File: src/rtl/rts_hyst_pkg.sv
package rts_hyst_pkg;

  localparam int HYST_W = 6;

  typedef struct packed {
    logic crossHigh;  // count at or above upper threshold
    logic crossLow;   // count at or below lower threshold
  } rtsStrobe_t;

  // Non-monotonic select-code to band mapping.
  function automatic logic [HYST_W-1:0] hystFromCode(input logic [3:0] code);
    logic [HYST_W-1:0] v;
    case (code)
      4'd0:  v = 6'd0;
      4'd1:  v = 6'd4;
      4'd2:  v = 6'd6;
      4'd3:  v = 6'd8;
      4'd4:  v = 6'd8;
      4'd5:  v = 6'd16;
      4'd6:  v = 6'd24;
      4'd7:  v = 6'd32;
      4'd8:  v = 6'd40;
      4'd9:  v = 6'd44;
      4'd10: v = 6'd48;
      4'd11: v = 6'd52;
      4'd12: v = 6'd12;
      4'd13: v = 6'd20;
      4'd14: v = 6'd28;
      default: v = 6'd36;
    endcase
    return v;
  endfunction

endpackage

File: src/rtl/rts_hyst_datapath.sv
module rts_hyst_datapath
  import rts_hyst_pkg::*;
#(
  parameter int DEPTH = 128,
  localparam int CNT_W = $clog2(DEPTH + 1)
) (
  input  logic             clk,
  input  logic             rstN,
  input  logic [CNT_W-1:0] fifoCount,
  input  logic [CNT_W-1:0] trigLevel,
  input  logic [3:0]       hystSel,
  input  logic [1:0]       tableMode,
  output rtsStrobe_t       strobe
);

  localparam int SUM_W = CNT_W + 1;
  localparam logic [SUM_W-1:0] DEPTH_S = SUM_W'(DEPTH);

  logic [HYST_W-1:0] hystReg;
  logic [SUM_W-1:0]  upperRaw;
  logic [CNT_W-1:0]  upperThr;
  logic [CNT_W-1:0]  lowerThr;
  logic [CNT_W-1:0]  hystWide;
  logic              tableOn;

  assign tableOn = (tableMode == 2'b11);

  always_ff @(posedge clk) begin
    if (!rstN)        hystReg <= '0;
    else if (tableOn) hystReg <= hystFromCode(hystSel);
    else              hystReg <= '0;
  end

  assign hystWide = CNT_W'(hystReg);
  assign upperRaw = SUM_W'(trigLevel) + SUM_W'(hystReg);

  always_comb begin
    if (upperRaw > DEPTH_S) upperThr = CNT_W'(DEPTH);
    else                    upperThr = upperRaw[CNT_W-1:0];
    if (trigLevel > hystWide) lowerThr = trigLevel - hystWide;
    else                      lowerThr = '0;
  end

  assign strobe.crossHigh = (fifoCount >= upperThr);
  assign strobe.crossLow  = (fifoCount <= lowerThr);

  // The lower threshold never sits above the trigger.
  p_low_under_trig_r5: assert property (@(posedge clk) disable iff (!rstN)
    strobe.crossLow |-> (fifoCount <= trigLevel));

  // A full FIFO always lies at or above the saturated upper threshold.
  p_full_is_high_r8: assert property (@(posedge clk) disable iff (!rstN)
    (fifoCount >= CNT_W'(DEPTH)) |-> strobe.crossHigh);

  // Without the extended table, the band is zero: the high compare equals count >= trigger.
  p_mode_gate_r7: assert property (@(posedge clk) disable iff (!rstN)
    !tableOn |=> (trigLevel > CNT_W'(DEPTH)) || (strobe.crossHigh == (fifoCount >= trigLevel)));

endmodule

File: src/rtl/rts_flow_ctrl.sv
module rts_flow_ctrl
  import rts_hyst_pkg::*;
(
  input  logic       clk,
  input  logic       rstN,
  input  logic       autoEn,
  input  logic       swRtsN,
  input  rtsStrobe_t strobe,
  output logic       rtsN
);

  always_ff @(posedge clk) begin
    if (!rstN)                 rtsN <= 1'b1;
    else if (!autoEn)          rtsN <= swRtsN;
    else if (strobe.crossHigh) rtsN <= 1'b1;
    else if (strobe.crossLow)  rtsN <= 1'b0;
  end

  p_deassert_r4: assert property (@(posedge clk) disable iff (!rstN)
    (autoEn && strobe.crossHigh) |=> rtsN);

  p_assert_r5: assert property (@(posedge clk) disable iff (!rstN)
    (autoEn && strobe.crossLow && !strobe.crossHigh) |=> !rtsN);

  p_hold_r6: assert property (@(posedge clk) disable iff (!rstN)
    (autoEn && !strobe.crossLow && !strobe.crossHigh) |=> $stable(rtsN));

  p_sw_follow_r9: assert property (@(posedge clk) disable iff (!rstN)
    !autoEn |=> (rtsN == $past(swRtsN)));

  p_reset_high_r10: assert property (@(posedge clk)
    !rstN |=> rtsN);

endmodule

File: src/rtl/rts_hysteresis.sv
module rts_hysteresis
  import rts_hyst_pkg::*;
#(
  parameter int DEPTH = 128,
  localparam int CNT_W = $clog2(DEPTH + 1)
) (
  input  logic             clk,
  input  logic             rstN,
  input  logic [CNT_W-1:0] fifoCount,
  input  logic [CNT_W-1:0] trigLevel,
  input  logic [3:0]       hystSel,
  input  logic [1:0]       tableMode,
  input  logic             autoEn,
  input  logic             swRtsN,
  output logic             rtsN
);

  rtsStrobe_t strobe;

  rts_hyst_datapath #(.DEPTH(DEPTH)) uDatapath (
    .clk       (clk),
    .rstN      (rstN),
    .fifoCount (fifoCount),
    .trigLevel (trigLevel),
    .hystSel   (hystSel),
    .tableMode (tableMode),
    .strobe    (strobe)
  );

  rts_flow_ctrl uCtrl (
    .clk    (clk),
    .rstN   (rstN),
    .autoEn (autoEn),
    .swRtsN (swRtsN),
    .strobe (strobe),
    .rtsN   (rtsN)
  );

endmodule

File: config.mk
export PLATFORM = sky130hd
export DESIGN_NAME = rts_hysteresis
export DESIGN_NICKNAME = d
export VERILOG_FILES = /design/src/rtl/rts_hyst_pkg.sv /design/src/rtl/rts_hyst_datapath.sv /design/src/rtl/rts_flow_ctrl.sv /design/src/rtl/rts_hysteresis.sv
export SDC_FILE = /design/constraint.sdc
export NUM_CORES = 1
export LEC_CHECK = 0
export ABC_AREA = 1
export BUFFER_PORTS_ARGS = -buffer_cell sky130_fd_sc_hd__buf_2
export CORE_UTILIZATION = 56
export CTS_BUF_LIST = sky130_fd_sc_hd__clkbuf_16
export CTS_CLUSTER_SIZE = 25
export DETAILED_ROUTE_END_ITERATION = 10
export MAX_ROUTING_LAYER = met4
export PLACE_DENSITY = 0.83
export SETUP_SLACK_MARGIN = 0.5
export SYNTH_ARGS = -nofsm -noshare
export SYNTH_HDL_FRONTEND = slang
export SYNTH_SLANG_ARGS = --single-unit
export TNS_END_PERCENT = 1
File: constraint.sdc
create_clock -name clk -period 3.5 [get_ports clk]
set_input_delay 0.35 -clock clk [delete_from_list [all_inputs] [get_ports clk]]
set_output_delay 0.35 -clock clk [all_outputs]
set_load 0.01 [all_outputs]
==> flow_summary_export.csv <==
group,metric,value,unit
outcome,status,"finished clean",
sta,period_share,80.48,%
logic_synthesis,ys_seq_area_share,8.947,%
grt,track_usage,27.78,%
logic_synthesis,ys_async_sr_fraction,0,%
critical_path,crit_path_end_kind,"register",
detailed_routing,dr.pass1.iters,4,
logic_synthesis,synth_area_per_cell,6.713,µm²
final_layout,final_layout_size_suffix_gt1_share,28.38,%
logic_synthesis,synth_edf_count,0,
power,ir_drop,0.3292,mV
placed_design,hpwl,2.563,mm
clock_network,htreeDepth,1,
sta,min_period,2817,ps
die,pin_count,27,
die,start_util,60.11,%
die,chipHeight,50.97,µm
detailed_routing,num_vias,1428,
sta,maxSlewHeadroom,76.83,%
final_layout,syn2layout_area_growth,21.71,%
placed_design,dp.cells,251,
grt,grt_pass1_vias,1269,
detailed_routing,wl,3.267,mm
sta,max_freq,355.0,MHz
critical_path,cp-start-kind,"register",
die,core_area,2233,µm²
logic_synthesis,synth-main-ff-cell,"dfxtp_1",
placed_design,portBuffers,26,
logic_synthesis,synth_area,1343,µm²
final_layout,num-fill-cells,183,
clock_network,cts_buffers,3,
final_layout,diodes,0,
grt,antenna_found_initial,0,
sta,fin_worst_skew,4.231,ps
critical_path,cpMaxStageDelayCell,"fa_2",
die,rows,17,
logic_synthesis,syn-num-nets,255,
hold_path,min_path_type,"input pin to register",
grt,grt_first_pass_wirelength,5.133,mm
logic_synthesis,yosysUniqueCellTypes,31,
critical_path,worstPathRequired,3620,ps
detailed_routing,drtIter0Drc,41,
sta,hold_viol,0,
critical_path,cp_max_fo,5,
final_layout,fin_cells,257,
critical_path,cp_cell_sequence,"ha_4, inv_1, fa_2, nand3_1, nor2_1, nand3_1, nor2_2, nand3_2, nand2_4, nand2_2, ha_4, a21oi_2, nor2_1, nor3_2, nand2_1, nor2_2, nand2_1, nand2_1, nand2_1",
detailed_routing,via_per_inst,5.556,
logic_synthesis,ys_seq_elements,6,
sta,drv_slew,0,
sta,worstMarginPinSlew,344.4,ps
final_layout,nNetsFinal,286,
clock_network,cts_tree,"yes",
critical_path,max_stage_delay,570,ps
power,p_total,0.0004477,W
run,maxCapViolCount,0,
clock_network,cts_root_buf,"clkbuf_16",
critical_path,path_common_cell,"nand2_1",
placed_design,globalplace.congestion,0.9195,
sta,finalSetupTns,0,ps
detailed_routing,drc_errors,0,
detailed_routing,ant_nets,0,
grt,grt-ovfl-total,0,
die,die_area,2597,µm²
logic_synthesis,ys_warn_count,0,
power,power.leakage,0.8541,nW
clock_network,insertion_delay,240,ps
clock_network,cts_num_sinks,6,
sta,setup_violations,0,
clock_network,clk_pin_slew,40,ps
critical_path,arrival,2940,ps
sta,rsz0062_at_grt,"no",
power,power_density,274.0,nW/µm²
detailed_routing,avgRoutedWirePerCell,12.71,µm
clock_network,cts_buffer_depth,2,
critical_path,worstSetupPathType,"register to register",
grt,grt_max_degree,11,
die,die_width,50.97,µm
logic_synthesis,syn_inst,200,
==> registers in the layout (all words and copies together), names as in the netlist <==
name,count
uCtrl.rtsN,1
uDatapath.hystReg,5
==> cell families (layout without fill, tap and decap cells) <==
family	after synthesis	in the layout	synth area share [%]
fa+ha+maj	29	29	28.15
buf+inv	37	66	12.21
flops	6	6	8.947
simple gates	96	96	33.92
xor+xnor	3	3	1.957
compound gates	29	29	14.82
==> cell usage in the layout (no fill, tap or decap), drive strengths merged <==
| cell | Yosys | final |
|---|---|---|
| xor2 | 3 | 3 |
| nand3b | 2 | 2 |
| a21boi | 1 | 1 |
| nor3 | 2 | 2 |
| o21bai | 1 | 1 |
| inv | 34 | 34 |
| fa | 2 | 2 |
| o21ai | 6 | 6 |
| o21a | 1 | 1 |
| o211ai | 1 | 1 |
| nor4 | 1 | 1 |
| dfxtp | 6 | 6 |
| nand4 | 7 | 7 |
| a21oi | 17 | 17 |
| and3 | 1 | 1 |
| a211oi | 2 | 2 |
| nand2 | 50 | 50 |
| ha | 27 | 27 |
| nand3 | 20 | 20 |
| buf | 3 | 29 |
| nor2 | 12 | 12 |
| or2 | 1 | 1 |
| clkbuf | 0 | 3 |
==> metrics by stage <==
stage | setup WS [ps] | hold slack (ps) | area (µm²) | utilization, %
floorplan | 936.4 | 422.4 | 1343 | -
global placement | 513.4 | 557.4 | 1474 | 65.99
detailed placement | 451.4 | 559.2 | 1474 | 65.99
CTS | 523.0 | 319.4 | 1549 | 69.36
global route | 498.9 | 315.5 | 1634 | 73.17
finish | 683.1 | 308.9 | 1634 | 73.17
==> cells in the mapped netlist, drive strengths merged, types with 3 or more instances <==
| master | number | area (µm²) |
|---|---|---|
| nand2 | 50 | 195.2 |
| inv | 34 | 130.1 |
| ha | 27 | 337.8 |
| nand3 | 20 | 105.1 |
| a21oi | 17 | 111.4 |
| nor2 | 12 | 55.05 |
| nand4 | 7 | 43.79 |
| dfxtp | 6 | 120.1 |
| o21ai | 6 | 33.78 |
| buf | 3 | 33.78 |
| xor2 | 3 | 26.28 |
==> report_power, final <==
part	total, W	leakage [nW]	switching, W	internal (W)
combinational	0.000185	0.768	0.000108	0.0000775
clock	0.000190	0.0370	0.0000427	0.000147
sequential	0.0000730	0.0495	0.00000148	0.0000715
==> per-layer routing <==
| layer | routed length (µm) | global-route usage (%) | vias up | share of wire (%) |
|---|---|---|---|---|
| li1 | - | - | 722 | - |
| met5 | 0 | - | - | 0 |
| met3 | 146 | 4.167 | 9 | 4.5 |
| met2 | 1655 | 48.90 | 53 | 51 |
| met4 | 62 | 11.57 | 0 | 1.9 |
| met1 | 1403 | 31.00 | 644 | 43 |
==> worst paths after layout <==
| path | startpoint | endpoint | slack (ps) | cells after the start |
|---|---|---|---|---|
| hold / removal | hystSel[0] | uDatapath.hystReg[1] | 310 | 2 |
| hold reg to reg | uCtrl.rtsN | uCtrl.rtsN | 660 | 6 |
| setup / recovery | uDatapath.hystReg[1] | uCtrl.rtsN | 680 | 19 |
| setup reg to reg | uDatapath.hystReg[1] | uCtrl.rtsN | 680 | 19 |
==> cell type report <==
class                           count  area [µm²]  share of cell area, %
Inverter                           34       130.1                  7.963
Multi-Input combinational cell    157        1120                  68.53
Sequential cell                     6       121.4                  7.427
Tap cell                           28       35.03                  2.144
Clock buffer                        3       75.07                  4.594
Timing Repair Buffer               29       152.6                  9.341
==> critical path: cells and delay by family (launching register included) <==
kind / cells / cell delay, ps
fa+ha+maj: 3 / 920
flops: 1 / 340
buf+inv: 1 / 50
simple gates: 14 / 1260
compound gates: 1 / 130
==> timing repair <==
| action | 4_1_cts | 5_1_grt |
|---|---|---|
| gates resized for setup | 0 | 14 |
| buffers inserted | 0 | 3 |
| endpoints found under the setup margin | 0 | 1 |
| hold buffers | 0 | 0 |
(Power assumes the default switching activity.)
